<file path="src/rtl/acf_pkg.sv">
package acf_pkg;
   typedef enum logic [1:0] {
      AM_DISCARD = 2'd0,
      AM_PASS    = 2'd1,
      AM_SCREEN  = 2'd2,
      AM_HWSTORE = 2'd3
   } acf_mode_e;

   localparam int MODE_BITS = 3;
   localparam int B_OFF     = 0;
   localparam int B_BYP     = 1;
   localparam int B_STORE   = 2;
endpackage

</file>
<file path="src/rtl/acf_regs.sv">
module acf_regs #(
   parameter int ADDR_W   = 12,
   parameter int DATA_W   = 32,
   parameter int NUM_SECT = 5,
   parameter int SECT_W   = 10
) (
   input  logic                              clk,
   input  logic                              rst_n,
   input  logic                              psel,
   input  logic                              penable,
   input  logic                              pwrite,
   input  logic [ADDR_W-1:0]                 paddr,
   input  logic [DATA_W-1:0]                 pwdata,
   output logic [DATA_W-1:0]                 prdata,
   input  logic                              hw_off_req,
   input  logic                              wr_open,
   output logic [acf_pkg::MODE_BITS-1:0]     mode_bits,
   output logic [NUM_SECT-1:0][SECT_W-1:0]   sect_q
);
   import acf_pkg::*;

   localparam int IDX_W = ADDR_W - 2;

   logic [IDX_W-1:0] widx;
   logic             wr_stb;

   assign widx   = paddr[ADDR_W-1:2];
   assign wr_stb = psel & penable & pwrite;

   always_ff @(posedge clk or negedge rst_n) begin
      if (!rst_n) begin
         mode_bits <= MODE_BITS'(1 << B_OFF);
      end else begin
         if (wr_stb && widx == '0)
            mode_bits <= pwdata[MODE_BITS-1:0];
         if (hw_off_req)
            mode_bits[B_OFF] <= 1'b1;
      end
   end

   always_ff @(posedge clk or negedge rst_n) begin
      if (!rst_n) begin
         sect_q <= '0;
      end else begin
         for (int k = 0; k < NUM_SECT; k++) begin
            if (wr_stb && wr_open && widx == IDX_W'(k + 1))
               sect_q[k] <= pwdata[SECT_W-1:0];
         end
      end
   end

   always_comb begin
      prdata = '0;
      if (widx == '0)
         prdata[MODE_BITS-1:0] = mode_bits;
      for (int k = 0; k < NUM_SECT; k++) begin
         if (widx == IDX_W'(k + 1))
            prdata[SECT_W-1:0] = sect_q[k];
      end
   end
endmodule

</file>
<file path="src/rtl/acf_mode_dec.sv">
module acf_mode_dec (
   input  logic [acf_pkg::MODE_BITS-1:0] mode_bits,
   output acf_pkg::acf_mode_e            mode,
   output logic                          halt
);
   import acf_pkg::*;

   always_comb begin
      if (mode_bits[B_BYP])
         mode = AM_PASS;
      else if (mode_bits[B_OFF])
         mode = AM_DISCARD;
      else if (mode_bits[B_STORE])
         mode = AM_HWSTORE;
      else
         mode = AM_SCREEN;
   end

   assign halt = mode_bits[B_BYP] | mode_bits[B_OFF];
endmodule

</file>
<file path="src/rtl/acf_rx_gate.sv">
module acf_rx_gate (
   input  logic               clk,
   input  logic               rst_n,
   input  acf_pkg::acf_mode_e mode,
   input  logic               strobe,
   input  logic               enable,
   input  logic               hit,
   output logic               valid_q,
   output logic               accept_q
);
   import acf_pkg::*;

   logic verdict;

   always_comb begin
      case (mode)
         AM_PASS:    verdict = 1'b1;
         AM_DISCARD: verdict = 1'b0;
         default:    verdict = hit;
      endcase
   end

   always_ff @(posedge clk or negedge rst_n) begin
      if (!rst_n) begin
         valid_q  <= 1'b0;
         accept_q <= 1'b0;
      end else begin
         valid_q  <= strobe;
         accept_q <= strobe & enable & verdict;
      end
   end
endmodule

</file>
<file path="src/rtl/acf_ctl.sv">
module acf_ctl #(
   parameter int ADDR_W   = 12,
   parameter int NUM_SECT = 5,
   parameter int SECT_W   = 10,
   parameter int NUM_BUS  = 2
) (
   input  logic                        clk,
   input  logic                        rst_n,
   input  logic                        psel,
   input  logic                        penable,
   input  logic                        pwrite,
   input  logic [ADDR_W-1:0]           paddr,
   input  logic [31:0]                 pwdata,
   output logic [31:0]                 prdata,
   output logic                        pready,
   output logic                        pslverr,
   input  logic                        hw_off_req,
   input  logic [NUM_BUS-1:0]          rx_strobe,
   input  logic [NUM_BUS-1:0]          bus_en,
   input  logic [NUM_BUS-1:0]          screen_hit,
   output logic [1:0]                  filt_mode,
   output logic                        filt_halt,
   output logic [NUM_SECT*SECT_W-1:0]  sect_bound,
   output logic [NUM_BUS-1:0]          dec_valid,
   output logic [NUM_BUS-1:0]          dec_accept
);
   import acf_pkg::*;

   localparam int DATA_W = 32;
   localparam int MAP_W  = $clog2(NUM_SECT + 1);

   if (SECT_W < 1 || SECT_W > DATA_W) begin : g_bad_sect_w
      $error("SECT_W must lie in 1..32");
   end
   if (NUM_SECT < 1 || NUM_BUS < 1) begin : g_bad_count
      $error("NUM_SECT and NUM_BUS must be at least 1");
   end
   if (ADDR_W - 2 < MAP_W) begin : g_bad_addr_w
      $error("ADDR_W too small for the register map");
   end

   logic [MODE_BITS-1:0]           mode_bits;
   logic [NUM_SECT-1:0][SECT_W-1:0] sect_q;
   acf_mode_e                      mode;
   logic                           halt;

   acf_regs #(
      .ADDR_W  (ADDR_W),
      .DATA_W  (DATA_W),
      .NUM_SECT(NUM_SECT),
      .SECT_W  (SECT_W)
   ) u_regs (
      .clk       (clk),
      .rst_n     (rst_n),
      .psel      (psel),
      .penable   (penable),
      .pwrite    (pwrite),
      .paddr     (paddr),
      .pwdata    (pwdata),
      .prdata    (prdata),
      .hw_off_req(hw_off_req),
      .wr_open   (halt),
      .mode_bits (mode_bits),
      .sect_q    (sect_q)
   );

   acf_mode_dec u_dec (
      .mode_bits(mode_bits),
      .mode     (mode),
      .halt     (halt)
   );

   for (genvar b = 0; b < NUM_BUS; b++) begin : g_bus
      acf_rx_gate u_gate (
         .clk     (clk),
         .rst_n   (rst_n),
         .mode    (mode),
         .strobe  (rx_strobe[b]),
         .enable  (bus_en[b]),
         .hit     (screen_hit[b]),
         .valid_q (dec_valid[b]),
         .accept_q(dec_accept[b])
      );
   end

   assign pready     = 1'b1;
   assign pslverr    = 1'b0;
   assign filt_mode  = mode;
   assign filt_halt  = halt;
   assign sect_bound = sect_q;
endmodule

</file>
<file path="config.mk">
export PLATFORM = sky130hd
export DESIGN_NAME = acf_ctl
export DESIGN_NICKNAME = d
export VERILOG_FILES = /design/src/rtl/acf_pkg.sv /design/src/rtl/acf_regs.sv /design/src/rtl/acf_mode_dec.sv /design/src/rtl/acf_rx_gate.sv /design/src/rtl/acf_ctl.sv
export SDC_FILE = /design/constraint.sdc
export NUM_CORES = 1
export LEC_CHECK = 0
export ABC_AREA = 1
export CAP_MARGIN = 20
export CORE_ASPECT_RATIO = 1.1
export CORE_MARGIN = 1.5
export CORE_UTILIZATION = 39
export CTS_BUF_LIST = sky130_fd_sc_hd__clkbuf_2 sky130_fd_sc_hd__clkbuf_4 sky130_fd_sc_hd__clkbuf_8
export CTS_CLUSTER_SIZE = 14
export DETAILED_ROUTE_END_ITERATION = 8
export PLACE_DENSITY = 0.8
export SLEW_MARGIN = 20
export SYNTH_ARGS = -nofsm -noshare
export SYNTH_HDL_FRONTEND = slang
export SYNTH_HIERARCHICAL = 1
export SYNTH_SLANG_ARGS = --single-unit
</file>
<file path="constraint.sdc">
create_clock -name clk -period 2.5 [get_ports clk]
set_input_delay 0.75 -clock clk [delete_from_list [all_inputs] [get_ports clk]]
set_output_delay 0.75 -clock clk [all_outputs]
set_load 0.005 [all_outputs]
</file>
Word-level counts from Yosys, hierarchy flattened --
Cells that the tools add are included.
Word-level totals: register bits 57, input port bits 56, output and inout port bits 91, word-level logic and storage cells 47
Cells by class: equality and inequality tests 6, mux-type cells 13, bitwise operators 7, reduce and logical (&&, ||, !) cells 10
Operators with widths (number):
- two-way mux 10 bit | 5
- equality test 10 x 2 -> 1 bit, second input constant | 2
- equality test 10 x 3 -> 1 bit, second input constant | 2
- equality test 10 x 1 -> 1 bit, second input constant | 1
- zero test 10 bit | 1
- logical AND 1 bit | 7
- AND 1 bit | 6
- two-way mux 2 bit | 2
- case mux 1 bit (2 select lines) | 2
- two-way mux 1 bit | 3
- two-way mux 3 bit | 1
- equality test 2 x 1 -> 1 bit, second input constant | 1
- zero test 2 bit | 1
- nonzero test 2 bit | 1
- bitwise OR 1 bit | 1

Depth between registers and ports, before layout --
Gate-level depths: netlist of run 1.
depth after elaboration 7, depth in mapped cells 12

By module --
The synthesis of run 1 kept the hierarchy.
By module, submodules not included:
- acf_regs | instances 1, cells an instance 378, area an instance 3041.7 um2, seq. area each 1327.5 um2
- acf_rx_gate | instances 2, cells an instance 9, area an instance 78.8 um2, seq. area each 50.0 um2
- acf_mode_dec | instances 1, cells an instance 6, area an instance 25.0 um2, seq. area each 0.0 um2
- acf_ctl | instances 1, cells an instance 4, area an instance 22.5 um2, seq. area each 0.0 um2

Worst setup path before layout of run 1 --
No wires, ideal clock.
path kind input-to-output, from in paddr[2], to out prdata[0], data arrival time 1710 ps, data required time 1750 ps, slack 40 ps, cell stages on the path 10, buffers on the path 2, cells stage by stage buf_6 nor2_1 nand2_1 nor2_1 nand2_2 buf_2 o21ai_1 inv_1 nand2_1 nand2_1
Between the ends: cells in the longest elaborated chain, start to end 7, elaborated cells on any way between the ends 12
Ends and longest elaborated chain:
- start: declaration | line acf_ctl.sv:12 | input logic [ADDR_W-1:0] paddr,
- zero test 10 bit | line acf_regs.sv:54 | if (widx == '0)
- two-way mux 3 bit | line acf_regs.sv:54
- two-way mux 10 bit (4 in series) | line acf_regs.sv:57 | if (widx == IDX_W'(k + 1))
- two-way mux 10 bit (*) | line acf_regs.sv:57
- end: declaration | line acf_ctl.sv:14 | output logic [31:0] prdata,
Every way passes the cells marked *; elsewhere a longest branch is shown, timed or not.

Final worst setup path of run 1 --
from in paddr[11], to out prdata[6]
Between the ends: cells in the longest elaborated chain, start to end 6, elaborated cells on any way between the ends 10
Ends and longest elaborated chain (line):
- equality test 10 x 1 -> 1 bit | acf_regs.sv:57
- two-way mux 10 bit (4 in series) | acf_regs.sv:57
- two-way mux 10 bit (*) | acf_regs.sv:57
Marked as above.

==> results of run 1 <==
[repair_timing]
action | CTS | global route
cloned | 1 | 0
pin swaps | 41 | 37
setup buffers | 18 | 4
resized for setup | 120 | 32
setup endpoints to repair | 10 | 10
[registers in the layout (all words and copies together), names as in the netlist]
register and count:
g_bus.u_gate/valid_q 2, u_regs/sect_q 50, g_bus.u_gate/accept_q 2, u_regs/mode_bits 3
[power by group]
part	internal, mW	switching, mW	total, mW
clock network	0.431	0.355	0.786
registers	0.928	0.00378	0.932
logic	0.0767	0.0981	0.175
total	1.44	0.457	1.89
[per-stage QoR]
stage	std cells	setup TNS, ns	hold WS, ns
6_report	652	-3.104	0.4141
5_1_grt	652	-4.047	0.4264
4_1_cts	649	-2.796	0.4184
3_5_place_dp	614	-9.628	0.4985
3_3_place_gp	614	-9.231	0.4866
2_1_floorplan	427	0	0.4544
[critical path: stages]
cell     delay (ns)
buf_6          0.09
nor2_4         0.17
buf_6          0.14
nand2_8        0.06
nor3_4         0.18
buf_6          0.14
buf_6          0.09
nand3_2        0.06
nand2_1        0.07
nand2_1        0.06
nand2_1        0.06
nand2_1        0.06
nand2_1        0.06
buf_2          0.10
[cell type report]
cell class	instances	area share, %
clock inverters	3	0.3085
clock buffers	13	3.419
flip-flops and latches	57	29.33
multi-input cells	287	33.16
well taps	108	2.776
inverters	46	3.959
repair buffers	138	27.04
[final timing paths]
check	startpoint	to	depth (start not counted)
max	paddr[11]	prdata[6]	14
min	rst_n	u_regs/sect_q[13]	2
max reg2reg	u_regs/mode_bits[0]	u_regs/sect_q[30]	9
min reg2reg	u_regs/sect_q[47]	u_regs/sect_q[47]	2
max in group asynchronous	rst_n	u_regs/mode_bits[0]	2
min in group clk	u_regs/sect_q[47]	u_regs/sect_q[47]	2
[synth_stat cells, types with 3 or more instances]
cell type	count	area, sq um
buf_2	8	40.04
conb_1	3	11.26
dfrtp_1	56	1401
inv_2	4	15.01
nand2_1	132	495.5
inv_1	39	146.4
nor2_1	18	67.56
or2_0	5	31.28
o211ai_1	5	37.54
nand2_4	6	67.56
nor2_2	5	31.28
o21ai_1	39	195.2
nor2_4	3	33.78
buf_6	6	67.56
nand3_1	14	70.07
o21ai_0	8	40.04
buf_4	24	180.2
o21ai_2	16	140.1
[metal layers]
layer	wire, um	vias up	part of all wire (%)
met5	0	-	0
met4	119	0	1.3
met3	694	10	7.7
met2	4274	140	48
met1	3894	1404	43
li1	-	1500	-
[cells by family after synthesis]
logic type / Yosys count
other cells: 3
compound gates: 71
simple gates: 191
flops: 57
buf+inv: 84
==> results.sh, run 1 <==
export IMPL_portBuffers=98
export IMPL_cp_start_kind="input port"
export IMPL_fillers=670
export IMPL_async_flop_share_pct=100.0
export IMPL_multi_input_area_sq_um=1614
export IMPL_synth_cells=406
export IMPL_drv_slew=0
export IMPL_use_met1_pct=26.11
export IMPL_core_sq_um=7998
export IMPL_layout_drive_gt1_share_pct=28.49
export IMPL_start_util_pct=40.60
export IMPL_cts_sinks=57
export IMPL_cts_root_buffer="clkbuf_8"
export IMPL_num_antenna_cells=0
export IMPL_wl_per_cell_um=13.78
export IMPL_die_height_um=98.70
export IMPL_ys_seq_elements=57
export IMPL_p_per_area_nw_per_um2=388.7
export IMPL_synth_xor_area_share_pct=0
export IMPL_hpwlAfterDp_um=6209
export IMPL_fp_dieArea_sq_um=8882
export IMPL_critPathCaptureType="primary output"
export IMPL_grt_overflow=0
export IMPL_synth_compound_area_share_pct=13.41
export IMPL_synth_seq_area_share_pct=43.97
export IMPL_synth_edf_count=0
export IMPL_ys_warnings_count=6
export IMPL_setup_violations=10
export IMPL_fin_area_sq_um=4867
export IMPL_grt_use_met2_pct=33.94
export IMPL_critical_path_arrival_ns=2.10
export IMPL_final_cell_mix="nand2_1 (120), clkdlybuf4s50_1 (77), dfrtp_1 (56)"
export IMPL_skew_ns=0.004860
export IMPL_gp_congestion=0.8713
export IMPL_clock_path_buffers=2
export IMPL_htree_levels=3
export IMPL_grt_antenna_before_repair=0
export IMPL_place_area_sq_um=4304
export IMPL_period_share_pct=113.8
export IMPL_path_class="in -> out"
export IMPL_setup_ws_ns=-0.3454
export IMPL_synth_simple_area_share_pct=27.90
export IMPL_vias=3054
export IMPL_synth_top_family_by_area="simple AND/OR/NAND/NOR gates"
export IMPL_numCtsBuffers=9
export IMPL_busiest_layer="met2"
export IMPL_syn_area_per_cell_sq_um=7.997
export IMPL_grt_pass1_vias=3057
export IMPL_pre_cts_slack_ns=-0.9858
export IMPL_synth_adder_area_share_pct=0
export IMPL_drt_iter0_drc=162
export IMPL_yosysUniqueCellTypes=28
export IMPL_final_common_cell="nand2_1"
export IMPL_crit_required_ns=1.75
export IMPL_grt_max_degree=58
export IMPL_cts_hold_buf=0
export IMPL_fin_nets=595
export IMPL_fmax_mhz=351.4
export IMPL_netlist_area_sq_um=3247
export IMPL_vdd_drop_max_uv=296.5
export IMPL_synth_top_flop_cell="dfrtp_1"
export IMPL_regArea_sq_um=1428
export IMPL_met3_usage_pct=6.404
export IMPL_muxShareOfSynthArea_pct=0
export IMPL_num_rows=34
export IMPL_drt_antenna_violating_nets=0
export IMPL_post_route_drc_count=0
export IMPL_area_growth_pct=49.90
export IMPL_dr_pass1_iters=4
export IMPL_worst_r2r_setup_slack_ns=0.93
export IMPL_utilization_pct=60.86
export IMPL_violations="negative setup slack"
export IMPL_grt_total_usage_pct=20.84
export IMPL_p_leak_nw=2.444
export IMPL_die_x_um=90.00
export IMPL_via_per_inst=4.684
export IMPL_final_min_clock_period_ns=2.845
export IMPL_grt_first_pass_wirelength_um=14650
export IMPL_boundaryPins=147
export IMPL_fin_total_pwr_mw=1.892
export IMPL_path_clk_slew_ns=0.06
export IMPL_cts_tree="done"
export IMPL_worstHoldPathType="in -> async"
export IMPL_crit_fanout=3
export IMPL_cap_violations=0
export IMPL_final_hold_viol_count=0
export IMPL_wl_um=8983
export IMPL_rsz0062_at_grt="yes"
export IMPL_status="complete, but fails checks"
export IMPL_insertion_delay_ns=0.33
Note: power is estimated with default switching activity, not from simulation.
==> run 2, diff against run 1 <==
--- a/config.mk
+++ b/config.mk
@@ -6,6 +6,7 @@
 export NUM_CORES = 1
 export LEC_CHECK = 0
 export ABC_AREA = 1
+export ABC_CLOCK_PERIOD_IN_PS = 2500
 export CAP_MARGIN = 20
 export CORE_ASPECT_RATIO = 1.1
 export CORE_MARGIN = 1.5
@@ -14,6 +15,7 @@
 export CTS_CLUSTER_SIZE = 14
 export DETAILED_ROUTE_END_ITERATION = 8
 export PLACE_DENSITY = 0.8
+export SETUP_SLACK_MARGIN = 0.1
 export SLEW_MARGIN = 20
 export SYNTH_ARGS = -nofsm -noshare
 export SYNTH_HDL_FRONTEND = slang
==> results.sh, run 2 (same netlist as run 1, synthesis figures left out) <==
export IMPL_status="complete, but fails checks"
export IMPL_violations="negative setup slack"
export IMPL_p_leak_nw=2.533
export IMPL_wl_um=9383
export IMPL_die_height_um=98.70
export IMPL_period_share_pct=114.2
export IMPL_p_per_area_nw_per_um2=388.6
export IMPL_reg_top3="u_regs/sect_q: 50 flops, u_regs/mode_bits: 3 flops"
export IMPL_final_cell_mix="nand2_1 (124), clkdlybuf4s50_1 (77), dfrtp_1 (56)"
export IMPL_wl_per_cell_um=14.13
export IMPL_htree_levels=3
export IMPL_critical_path_arrival_ns=2.10
export IMPL_cts_root_buffer="clkbuf_8"
export IMPL_dr_pass1_iters=4
export IMPL_stdcell_count=664
export IMPL_fin_area_sq_um=4901
export IMPL_worst_r2r_setup_slack_ns=0.88
export IMPL_setup_ws_ns=-0.3540
export IMPL_path_class="in -> out"
export IMPL_hpwlAfterDp_um=6321
export IMPL_via_per_inst=4.736
export IMPL_num_antenna_cells=0
export IMPL_rsz0062_at_grt="yes"
export IMPL_cap_violations=0
export IMPL_final_setup_tns_ns=-3.069
export IMPL_drt_antenna_violating_nets=0
export IMPL_clock_path_buffers=2
export IMPL_r2r_start="u_regs/mode_bits[0]"
export IMPL_gp_congestion=0.8538
export IMPL_core_sq_um=7998
export IMPL_final_min_clock_period_ns=2.854
export IMPL_final_common_cell="nand2_1"
export IMPL_numCtsBuffers=9
export IMPL_setup_violations=10
export IMPL_grt_max_degree=42
export IMPL_worstReg2RegEnd="u_regs/sect_q[17]"
export IMPL_drt_iter0_drc=142
export IMPL_vdd_drop_max_uv=248.2
export IMPL_grt_total_usage_pct=21.53
export IMPL_num_rows=34
export IMPL_die_x_um=90.00
export IMPL_grt_first_pass_wirelength_um=15080
export IMPL_fin_nets=608
export IMPL_cts_sinks=57
export IMPL_grt_antenna_before_repair=0
export IMPL_final_hold_viol_count=0
export IMPL_grt_pass1_vias=3135
export IMPL_vias=3145
export IMPL_boundaryPins=147
export IMPL_drv_slew=0
export IMPL_layout_drive_gt1_share_pct=27.52
export IMPL_area_growth_pct=50.94
export IMPL_cts_tree="done"
export IMPL_start_util_pct=40.60
export IMPL_utilization_pct=61.28
export IMPL_cts_hold_buf=0
export IMPL_post_route_drc_count=0
export IMPL_dpl_cell_count=617
export IMPL_path_clk_slew_ns=0.06
export IMPL_critPathCaptureType="primary output"
export IMPL_fp_dieArea_sq_um=8882
export IMPL_fmax_mhz=350.4
export IMPL_largest_register="u_regs/sect_q"
export IMPL_ff2ff_path_depth=9
export IMPL_crit_required_ns=1.75
export IMPL_insertion_delay_ns=0.34
export IMPL_largest_register_ff_count=50
export IMPL_place_area_sq_um=4354
export IMPL_cp_start_kind="input port"
export IMPL_pre_cts_slack_ns=-1.021
export IMPL_crit_fanout=6
export IMPL_portBuffers=98
export IMPL_skew_ns=0.003353
export IMPL_grt_overflow=0
export IMPL_worstHoldPathType="in -> async"
==> run 2: cell types whose count changed in the layout (fill, tap and decap cells not counted), sizes merged <==
| cell | before | now |
|---|---|---|
| nor2 | 28 | 29 |
| buf | 61 | 72 |
==> run 2: area by class of cell <==
| class | count | area (sq um) |
|---|---|---|
| inverters | 46 | 192.7 |
| repair buffers | 150 | 1418 |
| fillers | 676 | 3097 |
| multi-input cells | 288 | 1548 |
| well taps | 108 | 135.1 |
| clock inverters | 3 | 15.01 |
| clock buffers | 12 | 165.2 |
| flip-flops and latches | 57 | 1428 |
==> run 2: metal layers <==
layer	global-route usage (%)	routed length [um]	part of all wire (%)
met1	24.72	3745	40
met2	38.70	4835	52
met3	5.941	584	6.2
met4	7.326	218	2.3
met5	0	0	0
==> run 2: worst max-delay path: stages <==
cell     delay (ns)
buf_6          0.10
nor2_4         0.14
buf_6          0.12
nand2_4        0.05
buf_6          0.13
nor2_8         0.11
buf_12         0.12
nand2_8        0.07
buf_4          0.14
o21ai_1        0.06
inv_1          0.06
nand2_1        0.06
nand2_1        0.06
buf_2          0.12
==> run 2: repair_timing <==
| item | in CTS | in global routing |
|---|---|---|
| buffers inserted | 20 | 10 |
| gates cloned | 2 | 0 |
| endpoints found under the setup margin | 10 | 10 |
| pin swaps | 39 | 15 |
| gates resized for setup | 104 | 22 |
==> run 2: power by group <==
group          internal (mW)  total [mW]  switching (mW)  leakage (nW)
logic                 0.0801       0.177          0.0967          1.65
clock network          0.430       0.796           0.366        0.0980
registers              0.928       0.932         0.00372         0.788
total                   1.44        1.90           0.467          2.53
==> run 2: stage by stage <==
| stage | power [mW] | hold slack [ns] |
|---|---|---|
| 6_report | 1.904 | 0.3411 |
| 2_1_floorplan | 1.029 | 0.4544 |
| 4_1_cts | 1.906 | 0.3498 |
| 3_3_place_gp | 1.105 | 0.4928 |
| 5_1_grt | 1.975 | 0.3708 |
| 3_5_place_dp | 1.109 | 0.4906 |
==> run 2: worst max path at each step <==
stage	from	to	slack, ns	depth (start not counted)
after floorplan	paddr[2]	prdata[0]	0.07	10
after global placement	paddr[3]	prdata[9]	-0.93	12
after detailed placement	paddr[3]	prdata[8]	-1.02	12
after CTS	paddr[10]	prdata[5]	-0.33	14
after global routing	paddr[10]	prdata[5]	-0.47	14
final	paddr[10]	prdata[3]	-0.35	14
==> run 3, diff against run 2 <==
--- a/config.mk
+++ b/config.mk
@@ -6,15 +6,13 @@
 export NUM_CORES = 1
 export LEC_CHECK = 0
 export ABC_AREA = 1
-export ABC_CLOCK_PERIOD_IN_PS = 2500
 export CAP_MARGIN = 20
 export CORE_ASPECT_RATIO = 1.1
 export CORE_MARGIN = 1.5
 export CORE_UTILIZATION = 39
 export CTS_BUF_LIST = sky130_fd_sc_hd__clkbuf_2 sky130_fd_sc_hd__clkbuf_4 sky130_fd_sc_hd__clkbuf_8
-export CTS_CLUSTER_SIZE = 14
 export DETAILED_ROUTE_END_ITERATION = 8
-export PLACE_DENSITY = 0.8
+export PLACE_DENSITY_LB_ADDON = 0.2
 export SETUP_SLACK_MARGIN = 0.1
 export SLEW_MARGIN = 20
 export SYNTH_ARGS = -nofsm -noshare
==> results.sh, run 3 (same netlist as run 1, synthesis figures left out) <==
export IMPL_crit_required_ns=1.75
export IMPL_final_hold_viol_count=0
export IMPL_num_rows=34
export IMPL_vias=3056
export IMPL_worstHoldPathType="in -> async"
export IMPL_utilization_pct=61.86
export IMPL_area_growth_pct=52.37
export IMPL_reg_top3="u_regs/sect_q: 50 flops, u_regs/mode_bits: 3 flops"
export IMPL_swShare_pct=22.79
export IMPL_insertion_delay_ns=0.33
export IMPL_cts_hold_buf=0
export IMPL_boundaryPins=147
export IMPL_wl_per_cell_um=13.85
export IMPL_setup_ws_ns=-0.3516
export IMPL_pre_cts_slack_ns=-0.9813
export IMPL_start_util_pct=40.60
export IMPL_num_antenna_cells=0
export IMPL_rsz0062_at_grt="yes"
export IMPL_final_min_clock_period_ns=2.852
export IMPL_place_area_sq_um=4309
export IMPL_fin_total_pwr_mw=2.054
export IMPL_grt_overflow=0
export IMPL_status="complete, but fails checks"
export IMPL_pwr_share_comb_pct=8.7
export IMPL_grt_first_pass_wirelength_um=15150
export IMPL_fmax_mhz=350.7
export IMPL_final_cell_mix="nand2_1 (127), clkdlybuf4s50_1 (77), dfrtp_1 (56)"
export IMPL_crit_fanout=7
export IMPL_hpwlAfterDp_um=6003
export IMPL_fp_dieArea_sq_um=8882
export IMPL_cts_root_buffer="clkbuf_8"
export IMPL_p_leak_nw=2.488
export IMPL_clock_path_buffers=2
export IMPL_vdd_drop_max_uv=292.9
export IMPL_die_x_um=90.00
export IMPL_drt_iter0_drc=228
export IMPL_fillers=714
export IMPL_grt_pass1_vias=3020
export IMPL_intPower_mw=1.586
export IMPL_p_seq_share_pct=45.3
export IMPL_critical_path_arrival_ns=2.10
export IMPL_skew_ns=0.006227
export IMPL_violations="negative setup slack"
export IMPL_dpl_cell_count=611
export IMPL_gp_congestion=0.7605
export IMPL_grt_total_usage_pct=21.72
export IMPL_p_per_area_nw_per_um2=415.2
export IMPL_die_height_um=98.70
export IMPL_post_route_drc_count=0
export IMPL_stdcell_count=659
export IMPL_cp_start_kind="input port"
export IMPL_drv_slew=0
export IMPL_fin_area_sq_um=4947
export IMPL_numCtsBuffers=9
export IMPL_largest_register_ff_count=50
export IMPL_portBuffers=98
export IMPL_cts_sinks=57
export IMPL_setup_violations=10
export IMPL_largest_register="u_regs/sect_q"
export IMPL_grt_antenna_before_repair=0
export IMPL_fin_nets=602
export IMPL_switching_power_mw=0.4682
export IMPL_drt_antenna_violating_nets=0
export IMPL_htree_levels=3
export IMPL_dr_pass1_iters=4
export IMPL_path_clk_slew_ns=0.06
export IMPL_grt_max_degree=58
export IMPL_layout_drive_gt1_share_pct=27.95
export IMPL_period_share_pct=114.1
export IMPL_cts_tree="done"
export IMPL_wl_um=9124
export IMPL_path_class="in -> out"
export IMPL_cap_violations=0
export IMPL_final_common_cell="nand2_1"
export IMPL_pwr_share_clk_pct=45.9
export IMPL_via_per_inst=4.637
export IMPL_core_sq_um=7998
export IMPL_critPathCaptureType="primary output"
## run 3: cell count changes in the layout (fill, tap and decap cells not counted), sizes merged
cell,change
nand3,+1
inv,-1
bufinv,+1
nand2,+1
clkbuf,+2
buf,-8
clkinv,-1
## run 3: critical path, stage by stage
cell and delay, ns:
buf_6 0.10, nor2_4 0.15, nand2_8 0.11, nor2_4 0.24, nand2_4 0.11, buf_6 0.13
nand2_1 0.05, nand2_1 0.05, nand2_1 0.07, nand2_2 0.06, a21oi_2 0.15, buf_2 0.13
## run 3: final cells by class
cell class / instances / area (sq um) / share of cell area, %
Clock buffer: 14 / 186.4 / 3.768
Inverter: 46 / 192.7 / 3.895
Multi-Input combinational cell: 290 / 1629 / 32.93
Clock inverter: 2 / 35.03 / 0.7081
Timing Repair Buffer: 142 / 1341 / 27.11
Sequential cell: 57 / 1428 / 28.86
Tap cell: 108 / 135.1 / 2.731
## run 3: layer usage
metal / GRT usage, % / part of all wire [%] / vias to the layer above
li1: - / - / 1511
met1: 26.65 / 41 / 1407
met2: 36.58 / 50 / 119
met3: 4.861 / 6.1 / 19
met4: 10.01 / 2.6 / 0
met5: 0 / 0 / -
## run 3: power by group through the flow
stage	registers (mW)	clock network [mW]	logic (mW)
final	0.931	0.943	0.180
after global routing	0.931	1.01	0.196
after CTS	0.931	0.958	0.179
after detailed placement	0.948	0	0.157
after global placement	0.948	0	0.156
after floorplan	0.948	0	0.0808
## run 3: path summary, 6_finish.rpt
path                       depth (start not counted)                start  slack, ns                  endpoint
max in group asynchronous                          2                rst_n       1.80       u_regs/mode_bits[0]
setup / recovery                                  12             paddr[6]      -0.35                 prdata[4]
hold reg to reg                                    2    u_regs/sect_q[42]       0.51         u_regs/sect_q[42]
setup reg to reg                                   9  u_regs/mode_bits[0]       0.90         u_regs/sect_q[16]
min in group clk                                   2    u_regs/sect_q[42]       0.51         u_regs/sect_q[42]
hold / removal                                     2                rst_n       0.41  g_bus[1].u_gate/accept_q
## run 3: stage by stage
stage | hold slack, ns | setup TNS (ns)
CTS | 0.4200 | -2.958
floorplan | 0.4544 | 0
detailed placement | 0.4951 | -9.544
finish | 0.4130 | -2.990
global route | 0.4372 | -3.968
global placement | 0.4841 | -9.334
## run 3: timing repair
action	CTS	global route
setup endpoints to repair	10	10
setup buffers	30	0
cloned	4	0
pin swaps	42	23
resized for setup	126	15
